**src/rtl/mash_tail_stage.sv**
```systemverilog
module mash_tail_stage #(
  parameter int IN_W  = 22,
  parameter int Q_W   = 8,
  parameter int ORDER = 1
) (
  input  logic                   clk,
  input  logic                   rst_n,
  input  logic                   en,
  input  logic signed [IN_W-1:0] res_i,
  output logic signed [Q_W-1:0]  q_o,
  output logic signed [IN_W-1:0] res_o
);
  localparam int SH   = IN_W - Q_W;
  localparam int E_W  = IN_W + 1;
  localparam int S_W  = IN_W + 3;
  localparam int QHI  = 2**(Q_W-1) - 1;
  localparam int QLO  = -(2**(Q_W-1));
  localparam int EHI  = 2**(E_W-1) - 1;
  localparam int ELO  = -(2**(E_W-1));
  localparam int RHI  = 2**(IN_W-1) - 1;
  localparam int RLO  = -(2**(IN_W-1));
  localparam int OVER = (QHI + 1) * (2**SH);
  localparam int UNDR = QLO * (2**SH);

  logic signed [E_W-1:0] e1, e_nx;
  logic signed [S_W-1:0] sum, sum_sh, qv, diff;
  logic signed [Q_W-1:0] qsel;
  logic signed [IN_W-1:0] r_nx;

  generate
    if (ORDER == 2) begin : g_ord2
      logic signed [E_W-1:0] e2;
      always_ff @(posedge clk or negedge rst_n)
        if (!rst_n) e2 <= '0;
        else if (en) e2 <= e1;
      assign sum = S_W'(res_i) + (S_W'(e1) <<< 1) - S_W'(e2);
    end else begin : g_ord1
      assign sum = S_W'(res_i) + S_W'(e1);
    end
  endgenerate

  assign sum_sh = sum >>> SH;

  always_comb begin
    if (sum_sh > S_W'(QHI))      qsel = Q_W'(QHI);
    else if (sum_sh < S_W'(QLO)) qsel = Q_W'(QLO);
    else                         qsel = sum_sh[Q_W-1:0];
  end

  assign qv   = S_W'(qsel) <<< SH;
  assign diff = sum - qv;

  always_comb begin
    if (diff > S_W'(EHI))      e_nx = E_W'(EHI);
    else if (diff < S_W'(ELO)) e_nx = E_W'(ELO);
    else                       e_nx = diff[E_W-1:0];
    if (diff > S_W'(RHI))      r_nx = IN_W'(RHI);
    else if (diff < S_W'(RLO)) r_nx = IN_W'(RLO);
    else                       r_nx = diff[IN_W-1:0];
  end

  always_ff @(posedge clk or negedge rst_n)
    if (!rst_n) begin
      e1    <= '0;
      q_o   <= '0;
      res_o <= '0;
    end else if (en) begin
      e1    <= e_nx;
      q_o   <= qsel;
      res_o <= r_nx;
    end

  AST_HOLD: assert property (@(posedge clk) disable iff (!rst_n)
    !en |=> $stable(q_o) && $stable(res_o) && $stable(e1));

  AST_LIMIT_HI: assert property (@(posedge clk) disable iff (!rst_n)
    en && (sum >= OVER) |=> q_o == Q_W'(QHI));

  AST_LIMIT_LO: assert property (@(posedge clk) disable iff (!rst_n)
    en && (sum < UNDR) |=> q_o == Q_W'(QLO));

  AST_RECON: assert property (@(posedge clk) disable iff (!rst_n)
    en && (diff >= RLO) && (diff <= RHI)
    |=> ((S_W'(q_o) <<< SH) + S_W'(res_o)) == $past(sum));
endmodule

```
**config.mk**
```make
export PLATFORM = sky130hd
export DESIGN_NAME = mash_tail_stage
export DESIGN_NICKNAME = d
export VERILOG_FILES = /design/src/rtl/mash_tail_stage.sv
export SDC_FILE = /design/constraint.sdc
export NUM_CORES = 1
export LEC_CHECK = 0
export BUFFER_PORTS_ARGS = -buffer_cell sky130_fd_sc_hd__buf_4
export CORE_UTILIZATION = 59
export CTS_CLUSTER_DIAMETER = 60
export DETAILED_ROUTE_END_ITERATION = 12
export PLACE_DENSITY = 0.79
export SLEW_MARGIN = 20
export SYNTH_ARGS = -nofsm -noshare
export SYNTH_HDL_FRONTEND = slang
export SYNTH_SLANG_ARGS = --single-unit
export TNS_END_PERCENT = 20
```
**constraint.sdc**
```tcl
create_clock -name clk -period 6.5 [get_ports clk]
set_clock_uncertainty 0.1 [all_clocks]
set_input_delay 0.325 -clock clk [delete_from_list [all_inputs] [get_ports clk]]
set_output_delay 0.325 -clock clk [all_outputs]
set_load 0.03 [all_outputs]
```
==> summary.txt, run 1 <==
Clock tree
  – CTS root buf: clkbuf_8
  – Cts repair resizes: 0
  – Clock Latency Late Sink: 0.32 ns
  – Worst-path clk slew: 0.11 ns
  – CTS Buf Count: 5
  – Setup Fix Bufs, Post-CTS: 0
  – Max Buffers Root-to-Sink: 2
  – # clock sinks: 53
  – CTS H-tree lvls: 2
  – CTS tree: built
  – Post-CTS Hold Buffers: 1

Die
  – Number of top-level pins: 55
  – Starting Density: 60.8%
  – Core area: 6790 µm²
  – Die span in x: 85.6 µm
  – Rows: 30
  – Die ar.: 7330 µm²
  – Die Ht: 85.6 µm

Final layout
  – Layout cells sized above 1: 18.1%
  – Final #Nets: 571
  – Final core occ: 69.0%
  – Area growth syn-to-layout: 13.5%
  – Diode count: 0

Detailed routing
  – # DRC: 0
  – Vias per cell: 6.23
  – Post-Route WL: 11,000 µm
  – DRT iter0 DRCs: 156
  – Post-DR wirelength/cell: 18.0 µm
  – DR vias: 3,800
  – Antenna-violating nets left: 0
  – TritonRoute pass-1 iters: 5

STA
  – Tmin final: 5.78 ns
  – RSZ-0062 raised after global routing: no
  – Post-route setup TNS: 0 ns
  – Worst-margin pin slew: 0.906 ns
  – Slew Limit Headroom: 39.1%
  – Setup ws final: 0.719 ns
  – Final count of pins violating max slew: 0
  – Final hold slack: 0.324 ns
  – Final setup viols: 0
  – Final Cycle Share: 88.9%
  – Peak Freq: 0.173 GHz
  – Final Hold Vio Count: 0

Critical path
  – CP Capture Type: flop
  – Worst path arrival time: 5.94 ns
  – Crit path cell chain: ha_1, inv_1, fa_1, nand2b_1, a21oi_1, nor4_2, o21ai_1, o31ai_1, a21o_2, inv_1, o21ai_0, ha_1, inv_1, fa_1, a21o_1, o2111a_1, a2111o_1, a311oi_2, nor2_1, o2bb2ai_2
  – Crit path max-delay family: compound AO/OA/AOI/OAI gates
  – CP max stage cell: a311oi_2
  – Slowest cell delay on critical path: 0.77 ns
  – Worst R2R Setup Slack: 0.72 ns
  – Setup crit start kind: flop
  – Worst Path Class, Setup: flop to flop
  – CP max FO: 12
  – CP most frequent cell: inv_1
  – Worst Path Buf+Inv: 3
  – Critical Path RT: 6.66 ns

Placement
  – Placer Congestion: 0.931
  – DP Wirelength: 8430 µm
  – Setup slack at placement: 0.678 ns
  – Buffers on Ports: 54

Global routing
  – Vias in the first global route: 3,570
  – Overall Global Routing Usage: 31.5%
  – GR Layer Usage met2: 48.9%
  – Initial antenna violation count: 0
  – Largest net degree at the start of global routing: 54
  – Total grt overflow: 0
  – M3 GR Usage: 5.00%
  – Most used routing layer: met2
  – Global-route wire length before repair: 17,900 µm
  – Met1 Usage GRT: 45.0%

Synth
  – Syn nets: 526
  – Xor/xnor share of the synthesized area: 4.88%
  – Share of the synthesized area in the top cell type: 32.1%
  – Sequential share of the synthesized area: 32.1%
  – Synth Area in Compound Gates: 31.8%
  – Post-synthesis mux area share: 0.273%
  – Synth area leaders: dfrtp_1, ha_1, o2bb2ai_1
  – Synth Flop Type: dfrtp_1
  – Synth async-reset ratio: 100%
  – Register bit count reported by yosys: 53
  – Post-synthesis adder-cell area fraction: 10.4%
  – Syn Area/Cell: 8.82 µm²
  – Leading area contributor after synthesis: dfrtp_1
  – Most common cell in the netlist: nor2_1
  – EDFF count, synth: 0
  – Simple-gate share of the synthesized area: 15.6%
  – Yosys cell types: 67
  – Post-Syn Area: 4130 µm²
  – Synth Warn #: 0
  – Combinational family with the most area after synthesis: compound AO/OA/AOI/OAI gates
  – Top cells by count, synth: nor2_1, dfrtp_1, a21oi_1
  – Post-Syn Instances: 468

Worst hold path
  – Worst Hold Class: primary input to flop

Outcome
  – Outcome: complete, no violations

Run
  – Max_cap viols: 0
==> area by class of cell <==
type	count	area, µm²
repair buffers	60	453
well taps	96	120
flip-flops and latches	53	1330
clock inverters	3	33.8
fillers	564	2110
multi-input cells	370	2600
clock buffers	5	68.8
inverters	23	86.3
==> kinds of logic (layout without fill, tap and decap cells) <==
kind of cell	Yosys count	count (layout)
flip-flops	53	53
AND/OR/NAND/NOR	139	139
AO/OA/AOI/OAI	174	174
multiplexers	1	1
adder cells (fa/ha/maj)	33	33
XOR/XNOR	23	23
buffers and inverters	45	91
==> per-layer routing <==
metal / up-vias / part of all wire, %
met4: 0 / 2.4
met1: 1847 / 47
met2: 108 / 45
li1: 1820 / -
met3: 25 / 4.9
met5: - / 0
==> layout by cell type, fill, tap and decap left out, types with 3 or more instances in the layout <==
master / netlist / final
nand3_1: 11 / 11
xnor2_1: 15 / 15
dfrtp_1: 53 / 53
o211ai_1: 6 / 6
ha_1: 31 / 31
o221ai_1: 7 / 7
inv_1: 21 / 21
a21o_1: 12 / 12
o2bb2ai_1: 29 / 29
nor2_1: 60 / 60
a31oi_1: 4 / 4
o31ai_1: 3 / 3
nand4_1: 5 / 5
buf_4: 2 / 59
xor2_1: 8 / 8
o2bb2ai_2: 4 / 4
nor2b_1: 7 / 7
o21ai_1: 5 / 5
nor3_1: 8 / 8
nand2_1: 27 / 27
o21bai_1: 3 / 3
nand2b_1: 4 / 4
and2_1: 5 / 5
a21oi_1: 45 / 45
and3_1: 3 / 3
clkbuf_8: 0 / 5
o21ai_0: 17 / 17
o21a_1: 4 / 4
==> final timing paths <==
kind                                  end  startpoint  depth (start not counted)
worst max-delay path            res_o[10]       e1[0]                         20
max in group asynchronous          e1[16]       rst_n                          2
worst min-delay path             res_o[9]          en                          3
worst max register to register  res_o[10]       e1[0]                         20
min in group asynchronous        res_o[0]       rst_n                          2
worst min register to register   res_o[0]    res_o[0]                          1
==> per-stage QoR <==
| stage | instance area, µm² | cells |
|---|---|---|
| 2_1_floorplan | 4130 | 468 |
| 3_3_place_gp | 4570 | 601 |
| 3_5_place_dp | 4570 | 601 |
| 4_1_cts | 4690 | 610 |
| 5_1_grt | 4690 | 610 |
| 6_report | 4690 | 610 |
==> worst min-delay path: stages <==
cell	delay, ns
buf_4	0.22
o31ai_1	0.11
o2bb2ai_1	0.06
==> flip-flops by register name, indices dropped and copies added, names as in the netlist <==
| signal | count |
|---|---|
| e1 | 23 |
| q_o | 8 |
| res_o | 22 |
Power of run 1 is left out: the tool's default activity adds up to more than one toggle a clock period on the data nets, which glitch-free logic cannot reach.
==> run 2, diff against run 1 <==
--- a/config.mk
+++ b/config.mk
@@ -6,10 +6,12 @@
 export NUM_CORES = 1
 export LEC_CHECK = 0
 export BUFFER_PORTS_ARGS = -buffer_cell sky130_fd_sc_hd__buf_4
+export CORE_MARGIN = 2
 export CORE_UTILIZATION = 59
 export CTS_CLUSTER_DIAMETER = 60
 export DETAILED_ROUTE_END_ITERATION = 12
 export PLACE_DENSITY = 0.79
+export REMOVE_ABC_BUFFERS = 1
 export SLEW_MARGIN = 20
 export SYNTH_ARGS = -nofsm -noshare
 export SYNTH_HDL_FRONTEND = slang
==> run 2 against run 1 <==
Against the previous run: flip-flop and latch count did not move; critical path type unchanged; first-iteration DRC count is 81% higher; count of clock-buffer cells in the layout is the same; worst hold slack lost 0.017 ns; highest routed layer unchanged; sequential share of layout area increased by 0.099 points; die area rose by 4.7%.
==> summary.txt, run 2 (synthesis results as in run 1) <==
Detailed routing
  – # DRC: 0
  – TritonRoute pass-1 iters: 4
  – Vias per cell: 6.16
  – DRT iter0 DRCs: 282
  – DR vias: 3,752
  – Antenna-violating nets left: 0
  – Post-DR wirelength/cell: 18.1 µm
  – Post-Route WL: 11,000 µm

Run
  – Max_cap viols: 0

STA
  – Final count of pins violating max slew: 0
  – Final Cycle Share: 88.6%
  – Final Hold Vio Count: 0
  – Post-route setup TNS: 0 ns
  – Worst-margin pin slew: 0.925 ns
  – Slew Limit Headroom: 38.4%
  – Peak Freq: 0.174 GHz
  – RSZ-0062 raised after global routing: no
  – Tmin final: 5.76 ns
  – Setup ws final: 0.740 ns
  – Final setup viols: 0

Die
  – Die span in x: 87.6 µm
  – Die ar.: 7680 µm²
  – Rows: 30
  – Number of top-level pins: 55
  – Starting Density: 60.8%
  – Die Ht: 87.6 µm
  – Core area: 6790 µm²

Placement
  – Placer Congestion: 0.941
  – Setup slack at placement: 0.787 ns
  – Buffers on Ports: 54
  – DP Wirelength: 8080 µm

Critical path
  – Setup crit start kind: flop
  – CP Capture Type: flop
  – CP max stage cell: a21oi_2
  – Critical Path RT: 6.65 ns
  – CP max FO: 15
  – Worst path arrival time: 5.91 ns
  – CP most frequent cell: inv_1
  – Worst Path Class, Setup: flop to flop
  – Crit path cell chain: ha_1, inv_1, fa_1, nand2b_1, a21oi_1, nor4_2, o21ai_1, o31ai_1, a21o_2, inv_1, o21ai_0, ha_1, inv_1, fa_1, a21o_1, o2111a_1, a2111o_1, a21oi_2, nor2_1, o2bb2ai_1
  – Slowest cell delay on critical path: 0.75 ns

Final layout
  – Diode count: 0
  – Largest Register: e1
  – Commonest non-fill, non-tap cells in the layout: nor2_1, buf_4, dfrtp_1
  – Commonest non-fill, non-tap cell in the layout: nor2_1
  – Area growth syn-to-layout: 13.2%
  – Final #Nets: 570
  – Largest register FFs: 23
  – Largest registers: e1 x23, res_o x22, q_o x8
  – Layout cells sized above 1: 17.9%

Outcome
  – Outcome: complete, no violations

Global routing
  – Total grt overflow: 0
  – Vias in the first global route: 3,639
  – Largest net degree at the start of global routing: 54
  – Overall Global Routing Usage: 29.8%
  – Initial antenna violation count: 0
  – Global-route wire length before repair: 17,900 µm

Clock tree
  – Setup Fix Bufs, Post-CTS: 0
  – # clock sinks: 53
  – Clock Latency Late Sink: 0.32 ns
  – Max Buffers Root-to-Sink: 2
  – CTS tree: built
  – CTS Buf Count: 5
  – CTS H-tree lvls: 2
  – Worst-path clk slew: 0.11 ns
  – CTS root buf: clkbuf_8

Worst hold path
  – Worst Hold Class: primary input to flop
-- run 2: cell types whose count changed in the layout (fill, tap and decap cells not counted), sizes merged --
cell / delta
clkinvlp: +1
inv: +2
buf: -1
clkinv: -3
-- run 2: worst max-delay path, delay by kind of cell, from the launching register on --
| family | cells | cell delay (ns) |
|---|---|---|
| buffers and inverters | 3 | 0.20 |
| AO/OA/AOI/OAI | 10 | 3.31 |
| adder cells (fa/ha/maj) | 4 | 1.01 |
| AND/OR/NAND/NOR | 3 | 0.67 |
| flip-flops | 1 | 0.40 |
-- run 2: layout make-up --
type / instances / area, µm²
clock inverters: 3 / 25.0
clock buffers: 5 / 68.8
well taps: 96 / 120
fillers: 555 / 2120
flip-flops and latches: 53 / 1330
repair buffers: 59 / 445
multi-input cells: 370 / 2600
inverters: 23 / 86.3
-- run 2: worst paths after layout --
kind	start	to	slack [ns]	depth (start not counted)
min reg2reg	res_o[8]	res_o[8]	0.40	1
min	en	q_o[5]	0.31	2
max in group asynchronous	rst_n	q_o[0]	5.34	2
max	e1[0]	e1[21]	0.74	20
min in group asynchronous	rst_n	res_o[12]	0.47	2
max reg2reg	e1[0]	e1[21]	0.74	20
-- run 2: repair_timing --
item                       4_1_cts  5_1_grt
hold buffers                     1        0
setup endpoints to repair        0        0
hold endpoints to repair        53        0
resized for setup                0        0
-- run 2: through the flow --
stage,hold WS (ns),cells,utilization [%],instance area (µm²)
after floorplan,-0.0706,446,-,4010
after global placement,0.310,600,67.2,4570
after detailed placement,0.321,600,67.2,4570
after CTS,0.314,609,68.7,4670
after global routing,0.339,609,68.7,4670
final,0.307,609,68.7,4670
-- run 2: layer usage --
metal  routed length [µm]  track usage [%]  vias up  share of wire [%]
li1                     -                -     1818                  -
met3                  597             3.39       13                5.4
met2                 5080             47.7      138                 46
met4                  119             5.59        0                1.1
met1                 5250             44.0     1783                 48
met5                    0                0        -                  0
Power of run 2 is left out for the same reason.
==> run 3, diff against run 2 <==
--- a/config.mk
+++ b/config.mk
@@ -7,10 +7,11 @@
 export LEC_CHECK = 0
 export BUFFER_PORTS_ARGS = -buffer_cell sky130_fd_sc_hd__buf_4
 export CORE_MARGIN = 2
-export CORE_UTILIZATION = 59
+export CORE_UTILIZATION = 60
+export CTS_BUF_LIST = sky130_fd_sc_hd__clkbuf_4
 export CTS_CLUSTER_DIAMETER = 60
 export DETAILED_ROUTE_END_ITERATION = 12
-export PLACE_DENSITY = 0.79
+export PLACE_DENSITY = 0.81
 export REMOVE_ABC_BUFFERS = 1
 export SLEW_MARGIN = 20
 export SYNTH_ARGS = -nofsm -noshare
==> run 3 against run 2 <==
Against the previous run: count of clock-buffer cells in the layout is 1 higher; worst hold slack lost 0.073 ns; sequential share of layout area is 0.34 points higher; wire length is 3.5% lower; first-iteration DRC count up 29%; worst setup slack got worse by 0.19 ns; critical path depth stayed put; cell area down 1.2%; flip-flop and latch count unchanged; register-to-register slack worse by 0.19 ns; via count is 1.6% higher; die area down 1.6%; highest routed layer unchanged.
==> summary.txt, run 3 (synthesis results as in run 1) <==
Detailed routing
  – Post-DR wirelength/cell: 18.0 µm
  – # DRC: 0
  – Vias per cell: 6.43
  – Post-Route WL: 10,700 µm
  – Antenna-violating nets left: 0
  – DRT iter0 DRCs: 363
  – TritonRoute pass-1 iters: 5
  – DR vias: 3,811

STA
  – Tmin final: 5.95 ns
  – Worst-margin pin slew: 0.807 ns
  – RSZ-0062 raised after global routing: no
  – Final Hold Vio Count: 0
  – Post-route setup TNS: 0 ns
  – Final count of pins violating max slew: 0
  – Peak Freq: 0.168 GHz
  – Final setup viols: 0
  – Final Cycle Share: 91.5%
  – Slew Limit Headroom: 46.2%

Final layout
  – Largest Register: e1
  – Commonest non-fill, non-tap cell in the layout: nor2_1
  – Diode count: 0
  – Area growth syn-to-layout: 11.8%
  – Largest registers: e1 x23, res_o x22, q_o x8
  – Largest register FFs: 23
  – Final #Nets: 570
  – Layout cells sized above 1: 17.9%
  – Commonest non-fill, non-tap cells in the layout: nor2_1, buf_4, dfrtp_1

Clock tree
  – CTS root buf: clkbuf_4
  – CTS tree: built
  – Clock Latency Late Sink: 0.40 ns
  – CTS Buf Count: 5
  – Worst-path clk slew: 0.18 ns
  – CTS H-tree lvls: 2
  – Cts repair resizes: 0
  – # clock sinks: 53
  – Max Buffers Root-to-Sink: 2

Die
  – Rows: 30
  – Die ar.: 7560 µm²
  – Number of top-level pins: 55
  – Starting Density: 61.4%
  – Die span in x: 86.9 µm
  – Die Ht: 86.9 µm
  – Core area: 6720 µm²

Run
  – Max_cap viols: 0

Global routing
  – Vias in the first global route: 3,813
  – Total grt overflow: 0
  – Overall Global Routing Usage: 30.4%
  – Largest net degree at the start of global routing: 54
  – Global-route wire length before repair: 18,300 µm
  – Initial antenna violation count: 0

Outcome
  – Outcome: complete, no violations

Worst hold path
  – Hold Crit Depth: 3
  – Hold Path End: res_o[21]
  – Min-delay src: en
  – Worst Hold Class: primary input to flop

Critical path
  – Crit path cell chain: ha_1, inv_1, fa_1, nand2b_1, a21oi_1, nor4_2, o21ai_1, o31ai_1, a21o_2, inv_1, o21ai_0, ha_1, inv_1, fa_1, a21o_1, o2111a_1, a2111o_1, a21oi_2, nor2_1, o2bb2ai_1
  – CP Capture Type: flop
  – Worst R2R Setup Slack: 0.55 ns
  – Setup crit start kind: flop
  – CP max stage cell: a21oi_2
  – CP max FO: 15
  – R2R Path Start: e1[0]
  – Worst path arrival time: 6.15 ns
  – Worst r2r path cells: 20
  – Worst Path Class, Setup: flop to flop
  – CP most frequent cell: inv_1
  – Slowest cell delay on critical path: 0.67 ns
  – Critical Path RT: 6.71 ns
  – Worst reg2reg path endpoint: e1[13]

Placement
  – DP Wirelength: 8020 µm
  – Buffers on Ports: 54
  – Placer Congestion: 0.905
-- run 3: cell types whose count changed in the layout (fill, tap and decap cells not counted), sizes merged --
cell      change
clkbuf        +1
clkinv        +1
clkinvlp      -1
inv           -1
-- run 3: how the worst max path moves through the flow --
stage | endpoint | cells past startpoint | from | slack, ns
after floorplan | e1[0] | 18 | e1[4] | 1.46
after global placement | e1[13] | 21 | res_i[0] | 0.95
after detailed placement | e1[13] | 21 | res_i[0] | 0.70
after CTS | e1[13] | 20 | e1[0] | 0.70
after global routing | e1[13] | 20 | e1[0] | 0.07
final | e1[13] | 20 | e1[0] | 0.55
-- run 3: cell type report --
cell class | instances | area [µm²]
sequential | 53 | 1330
clock buffer | 6 | 45.0
clock inverter | 2 | 13.8
timing repair buffer | 59 | 445
tap | 80 | 100
inverter | 23 | 86.3
multi-input combinational | 370 | 2600
fill | 542 | 2100
-- run 3: worst max-delay path: cells and delay by family, from the launching register on --
kind / cells / cell delay (ns)
adder cells (fa/ha/maj): 4 / 1.05
flip-flops: 1 / 0.43
buffers and inverters: 3 / 0.19
AO/OA/AOI/OAI: 10 / 3.37
AND/OR/NAND/NOR: 3 / 0.70
-- run 3: per-layer routing --
metal,global-route usage [%],wire (µm),vias up,share of wire (%)
met1,42.4,4870,1801,46
met5,0,0,-,0
met2,47.7,4800,153,45
li1,-,-,1823,-
met3,4.64,627,34,5.9
met4,11.5,359,0,3.4
-- run 3: metrics by stage --
stage | worst slack [ns] | area, µm² | util, % | hold slack [ns] | std cells
after floorplan | 1.46 | 4010 | - | -0.0706 | 446
after global placement | 0.951 | 4550 | 67.7 | 0.302 | 584
after detailed placement | 0.703 | 4550 | 67.7 | 0.308 | 584
after CTS | 0.695 | 4620 | 68.7 | 0.236 | 593
after global routing | 0.0675 | 4620 | 68.7 | 0.237 | 593
final | 0.554 | 4620 | 68.7 | 0.234 | 593
-- run 3: repair_timing --
action,4_1_cts,5_1_grt
hold buffers,1,0
endpoints found under the setup margin,0,0
endpoints found under the hold margin,53,0
buffers inserted,0,0
Power of run 3 is left out for the same reason.
